$ cat src/rtl/task_sched.sv
module task_sched #(
  parameter int NTASK        = 16,
  parameter int AW           = 12,
  parameter int START_BASE   = 0,
  parameter int TIMER_CYCLES = 224,
  parameter int TIMER_TASK   = 14,
  parameter int FAULT_TASK   = 15
) (
  input  logic             clk,
  input  logic             rst_n,
  input  logic [NTASK-1:0] wake_req,
  input  logic             cycle_done,
  input  logic [AW-1:0]    next_addr,
  input  logic             fault_in,
  input  logic             ack,
  output logic [$clog2(NTASK)-1:0] cur_task,
  output logic [AW-1:0]    cur_addr,
  output logic             task_switch
);
  localparam int TW = $clog2(NTASK);
  localparam int CW = $clog2(TIMER_CYCLES);

  logic [AW-1:0]    mpc [NTASK];
  logic [CW-1:0]    tcnt;
  logic             timer_pend, fault_pend;
  logic             tick, timer_clr, fault_clr, timer_nxt, fault_nxt;
  logic [NTASK-1:0] req;
  logic [TW-1:0]    sel;

  assign tick      = (tcnt == CW'(TIMER_CYCLES - 1));
  assign timer_clr = ack && (cur_task == TW'(TIMER_TASK));
  assign fault_clr = ack && (cur_task == TW'(FAULT_TASK));
  assign timer_nxt = tick     | (timer_pend & ~timer_clr);
  assign fault_nxt = fault_in | (fault_pend & ~fault_clr);
  assign cur_addr  = mpc[cur_task];

  always_comb begin
    req             = wake_req;
    req[TIMER_TASK] = wake_req[TIMER_TASK] | timer_nxt;
    req[FAULT_TASK] = wake_req[FAULT_TASK] | fault_nxt;
    req[0]          = 1'b1;
    sel = '0;
    for (int i = 0; i < NTASK; i++)
      if (req[i]) sel = TW'(i);
  end

  always_ff @(posedge clk) begin
    if (!rst_n) begin
      tcnt       <= '0;
      timer_pend <= 1'b0;
      fault_pend <= 1'b0;
    end else begin
      tcnt       <= tick ? '0 : tcnt + 1'b1;
      timer_pend <= timer_nxt;
      fault_pend <= fault_nxt;
    end
  end

  always_ff @(posedge clk) begin
    if (!rst_n) begin
      cur_task    <= '0;
      task_switch <= 1'b0;
    end else begin
      task_switch <= cycle_done && (sel != cur_task);
      if (cycle_done) cur_task <= sel;
    end
  end

  generate
    for (genvar g = 0; g < NTASK; g++) begin : g_mpc
      always_ff @(posedge clk) begin
        if (!rst_n)
          mpc[g] <= AW'(START_BASE + g);
        else if (cycle_done && cur_task == TW'(g))
          mpc[g] <= next_addr;
      end
    end
  endgenerate


  hold_between_chk: assert property (@(posedge clk) disable iff (!rst_n)
    !cycle_done |=> $stable(cur_task));

  top_wins_chk: assert property (@(posedge clk) disable iff (!rst_n)
    cycle_done && wake_req[NTASK-1] |=> cur_task == TW'(NTASK - 1));

  idle_task0_chk: assert property (@(posedge clk) disable iff (!rst_n)
    cycle_done && req[NTASK-1:1] == '0 |=> cur_task == '0);

  switch_real_chk: assert property (@(posedge clk) disable iff (!rst_n)
    task_switch |-> cur_task != $past(cur_task));

  timer_set_chk: assert property (@(posedge clk) disable iff (!rst_n)
    tick |=> timer_pend);

  fault_hold_chk: assert property (@(posedge clk) disable iff (!rst_n)
    fault_pend && !(ack && cur_task == TW'(FAULT_TASK)) |=> fault_pend);
endmodule

$ cat config.mk
export PLATFORM = sky130hd
export DESIGN_NAME = task_sched
export DESIGN_NICKNAME = d
export VERILOG_FILES = /design/src/rtl/task_sched.sv
export SDC_FILE = /design/constraint.sdc
export NUM_CORES = 1
export LEC_CHECK = 0
export ABC_AREA = 1
export BUFFER_PORTS_ARGS = -buffer_cell sky130_fd_sc_hd__buf_4
export CELL_PAD_IN_SITES_DETAIL_PLACEMENT = 0
export CELL_PAD_IN_SITES_GLOBAL_PLACEMENT = 1
export CORE_MARGIN = 1
export CORE_UTILIZATION = 52
export CTS_CLUSTER_DIAMETER = 150
export DETAILED_ROUTE_END_ITERATION = 16
export GPL_ROUTABILITY_DRIVEN = 0
export PLACE_DENSITY = 0.94
export REMOVE_ABC_BUFFERS = 1
export SLEW_MARGIN = 30
export SYNTH_ARGS = -nofsm -noshare
export SYNTH_HDL_FRONTEND = slang
export SYNTH_SLANG_ARGS = --single-unit
export TNS_END_PERCENT = 30
$ cat constraint.sdc
create_clock -name clk -period 3.2 [get_ports clk]
set_input_delay 0.64 -clock clk [delete_from_list [all_inputs] [get_ports clk]]
set_output_delay 0.64 -clock clk [all_outputs]
set_load 0.05 [all_outputs]
=== Yosys cells after proc, flatten, opt, wreduce, memory -nomap -nowiden ===
Memories as Yosys holds them, arrays and structs flattened. A register that Yosys moved wholly into a read port is not among the register bits.
Cells that the tools add are included.

* Multiplexer cells: 82
* Add/sub/neg operators: 1
* Reductions and logical operators: 21
* Bitwise operators: 25
* Eq/ne operators: 17

{| class="wikitable"
|+ Operators with widths
! kind !! count
|-
| $mux 12 || 16
|-
| $mux 4 || 16
|-
| $mux 1 || 50
|-
| $eq 4x4->1 const B || 8
|-
| $or 1x1->1 || 20
|-
| $logic_and 1x1->1 || 19
|-
| $eq 4x3->1 const B || 4
|-
| $add 8x1->8 const B || 1
|-
| $eq 4x2->1 const B || 2
|-
| $eq 8x8->1 const B || 1
|-
| $eq 4x1->1 const B || 1
|-
| $logic_not 4->1 || 1
|-
| $ne 4x4->1 || 1
|-
| $not 1->1 || 3
|-
| $and 1x1->1 || 2
|-
| $reduce_or 2->1 || 1
|}

* Memory bits (writable): 192
* Bits of input ports: 33
* Output and inout bits: 17
* Word-level logic and storage cells: 152
* Register bits after elaboration: 15
* Memories: 1

{| class="wikitable"
|+ Memories
! memory !! words !! width !! rd ports !! clocked after Yosys merged registers in !! wr ports !! line !! RTL
|-
| mpc || 16 || 12 || 1 || 1 || 16 || 23 || <nowiki>logic [AW-1:0] mpc [NTASK];</nowiki>
|}

=== Logic depth before layout (Yosys ltp) ===
* Depth in word-level cells: 17
* Gate-level depth with buffers: 18
* Gate-level depth less buffers: 18

=== Worst setup path after synthesis ===
Ideal clock, no wire load.

* Kind: flip-flop to flip-flop
* Start point: register cur_task[1]
* End point: memory mpc[10][0], enable pin
* Data required time: 2,802 ps
* Setup time: 398 ps
* Arrival: 1,984 ps
* Buffers on the path: 0
* Path slack: 819 ps
* Cell stages (with the launch flop): 5
* Path through: dfxtp_1 -> inv_1 -> nor2_2 -> inv_1 -> o21ai_0

{| class="wikitable"
|+ RTL lines
! what !! line !! RTL
|-
| start, declared || 16 || <nowiki>output logic [$clog2(NTASK)-1:0] cur_task,</nowiki>
|-
| start signal, assigned || 65 || <nowiki>if (cycle_done) cur_task <= sel;</nowiki>
|-
| end, declared || 23 ||
|}

==> Flow_metrics.wiki <==
{| class="wikitable"
! Metric !! Value
|-
| Post-detailed-route wirelength per cell || between 15 and 20 um
|-
| Data required time at the worst endpoint || roughly 2600 ps
|-
| Number of gates resized after cts || 0
|-
| CTS Buf Count || 22
|-
| Number of vias per cell after detailed routing || 5.518
|-
| Multiplexer fraction of the synthesized cell area || slightly below 5%
|-
| Main combinational cell family by area after synthesis || simple AND/OR/NAND/NOR gates
|-
| Overall track demand over capacity in global routing || between 20% and 30%
|-
| Vertical extent of the die || between 100 and 150 um
|-
| Core utilization of the finished layout || between 60% and 70%
|-
| Count of max-cap constraint violations || 0
|-
| Proportion of layout cells with a drive suffix above 1 || about 12%
|-
| Drt first pass iters || 11
|-
| Post-synthesis cell area || just under 10000 um^2
|-
| Adder-cell area share of the yosys netlist || less than 1%
|-
| Port Buf Inserts || 48
|-
| Initial cell density of the core || 53.46%
|-
| Clock tree from TritonCTS || built
|-
| Crit Path Category || flip-flop to primary output
|-
| Layout area overhead || 13.59%
|-
| Detail Route Antenna Nets || 0
|-
| Worst supply voltage drop on vdd || 0.3480 mV
|-
| Number of DRC markers in iteration 0 || 473
|-
| Commonest cells after routing, fill and taps aside || sky130_fd_sc_hd__edfxtp_1 (192), sky130_fd_sc_hd__nor2_1 (185), sky130_fd_sc_hd__inv_1 (102)
|-
| Post-Route WL || roughly 21000 um
|-
| Syn_area_per_cell || just over 10 um^2
|-
| Power density cells || between 500 and 600 nW/um^2
|-
| Final setup viols || 0
|-
| Final critical delay including setup and external delays || approximately 3000 ps
|-
| Simple logic cell fraction of the synthesized area || between 10 and 15%
|-
| Antenna diodes || 0
|-
| Filler instances || about 1500
|-
| Std-Cell Core Area || approximately 18000 um^2
|-
| Normalized max-slew margin || a little under three fifths
|-
| Cell total after placement || approximately 1200
|-
| Clock-pin slew on the worst setup and hold paths || 60 ps
|-
| Remaining routing DRC violations || 4
|-
| Number of global-route vias before repair || ~6500
|-
| Initial antenna violation count || 0
|-
| Critical path startpoint category || flip-flop
|-
| Hold Buf Count CTS || 0
|-
| Overall overflow remaining after global route || 0
|-
| Post-Syn Instances || about 940
|-
| Tightest Hold Check Type || input port to flip-flop
|-
| Via count of the routed design || just under 7000
|-
| Die ar. || 19140 um^2
|-
| Arrival time reported for the critical path endpoint || about 2400 ps
|-
| Clock tree root buffer cell || sky130_fd_sc_hd__clkbuf_16
|-
| Filler-free cell count of the finished design || approximately 1200
|-
| Count of clock tree sinks || ~210
|-
| Leak pwr || 0.004243 uW
|-
| Crit share post-route || 94.41%
|-
| Measured slew at the worst slew-check pin || between 600 and 700 ps
|-
| Final Net Count || 1010
|-
| Worst-case clock buffer depth || 3
|-
| Number of hold violations in the final report || 0
|-
| Run status || finished with violations
|-
| Total I/O pin count || 50
|-
| Number of setup buffers added after CTS || 0
|-
| Most common cell after layout, fill and taps aside || sky130_fd_sc_hd__edfxtp_1
|-
| Proportion of synthesized chip area in sequential cells || 63.57%
|-
| Share of the synthesized area in compound gates (AO/OA/AOI/OAI) || 11.12%
|-
| Cell Rows || slightly below 50
|-
| Yosys reg bits || roughly 210
|-
| Post-synthesis cell type count || 29
|-
| Warnings from Yosys || 0
|-
| Maximum number of pins on one net before global-route repair || 60
|-
| Max Fanout on Critical Path || slightly below 60
|-
| RSZ-0062 raised after global routing || false
|-
| Violated checks || design-rule violations
|-
| Sum Neg Setup Slack || 0 ps
|-
| Post-synthesis share of cell area spent on xor and xnor gates || 0.09059%
|-
| F_max || 331.0 MHz
|-
| Post-Route Skew || 3.554 ps
|-
| Final HPWL from detailed placement || around 14000 um
|-
| Clock latency of the later-clocked register in the worst-skew pair || ~500 ps
|-
| Category of the worst setup path capture point || primary output
|-
| Global-route wire length before repair || ~33000 um
|-
| Number of H-tree levels || 1
|-
| X dimension of the die || 138.4 um
|-
| Max-slew violations || 0
|}
[logic make-up after synthesis]
family                     count (synthesis)
buffers and inverters                    168
DFF                                      211
and+or+nand+nor                          323
adders and majority gates                  1
muxes                                     48
AOI/OAI and AO/OA                        187
xor gates and xnor gates                   1
[sequential cells by signal (all words and copies together), names as in the netlist, named ones only]
signal and flops:
task_switch 1, tcnt 8, cur_task 4, fault_pend 1, timer_pend 1, mpc 192
[layer usage]
metal  wire length (um)  up-vias  GRT usage [%]  share of wire, %
li1                   -     3280              -                 -
met1               8860     3206          29.77                42
met2              10340      222          38.34                49
met3               1439       29          2.771               6.9
met4                304        0          5.500               1.5
met5                  0        -              0                 0
[cell usage after synthesis (all sizes together)]
| library cell | instances | area [um^2] |
|---|---|---|
| xor2 | 1 | 8.760 |
| clkbuf | 43 | 161.4 |
| a31oi | 2 | 12.51 |
| nand4 | 1 | 6.260 |
| a21oi | 55 | 275.3 |
| nor4 | 1 | 6.260 |
| nand3 | 20 | 100.1 |
| inv | 105 | 394.1 |
| o21ai | 80 | 411.7 |
| o31ai | 1 | 7.510 |
| nor3b | 1 | 7.510 |
| nand2 | 96 | 370.3 |
| buf | 11 | 50.04 |
| mux2i | 48 | 480.5 |
| edfxtp | 192 | 5766 |
| nor3 | 13 | 75.07 |
| dfxtp | 19 | 380.4 |
| nand3b | 3 | 22.52 |
| o211ai | 49 | 367.9 |
| ha | 1 | 12.51 |
| nor2 | 188 | 718.2 |
| clkinv | 9 | 33.78 |
[power breakdown]
part	switching, uW	leakage [uW]	total [uW]	internal, uW
sequential	49.5	0.00205	3160	3110
combinational	498	0.00185	714	216
clock	1020	0.000344	2490	1470
total	1570	0.00424	6370	4800
[metrics by stage]
| stage | worst slack [ps] | total power (uW) | hold slack (ps) | cell area (um^2) |
|---|---|---|---|---|
| 2_1_floorplan | -1580 | 3675 | 417.6 | 9457 |
| 3_3_place_gp | 713.0 | 3914 | 432.9 | 10280 |
| 3_5_place_dp | 642.8 | 3932 | 450.5 | 10280 |
| 4_1_cts | 169.9 | 6374 | 421.0 | 10980 |
| 5_1_grt | 61.69 | 6559 | 444.2 | 10980 |
| 6_report | 178.9 | 6368 | 433.4 | 10980 |
[worst paths after layout]
path	start	endpoint	slack, ps	depth (start not counted)
worst max-delay path	flip-flop	cur_addr[10]	180	6
worst min register to register	tcnt[0]	tcnt[0]	460	1
worst min-delay path	cycle_done	cur_task[3]	430	2
worst max register to register	cur_task[3]	mpc[11][5]	1170	4
[worst max-delay path, cell delays in order, from the launching register on]
cell	delay, ps
sky130_fd_sc_hd__dfxtp_4	590
sky130_fd_sc_hd__buf_12	330
sky130_fd_sc_hd__mux2i_1	240
sky130_fd_sc_hd__o21ai_0	110
sky130_fd_sc_hd__o211ai_1	230
sky130_fd_sc_hd__nand2_1	150
sky130_fd_sc_hd__buf_4	220
[final cells by class]
class	count	area, um^2	share of cell area, %
multi-input cells	560	2883	26.25
flip-flops and latches	211	6151	56.01
repair buffers	67	528.0	4.808
well taps	229	286.5	2.609
clock inverters	13	115.1	1.048
inverters	114	427.9	3.897
clock buffers	27	590.6	5.378
Note: power is estimated with default switching activity, not from simulation.
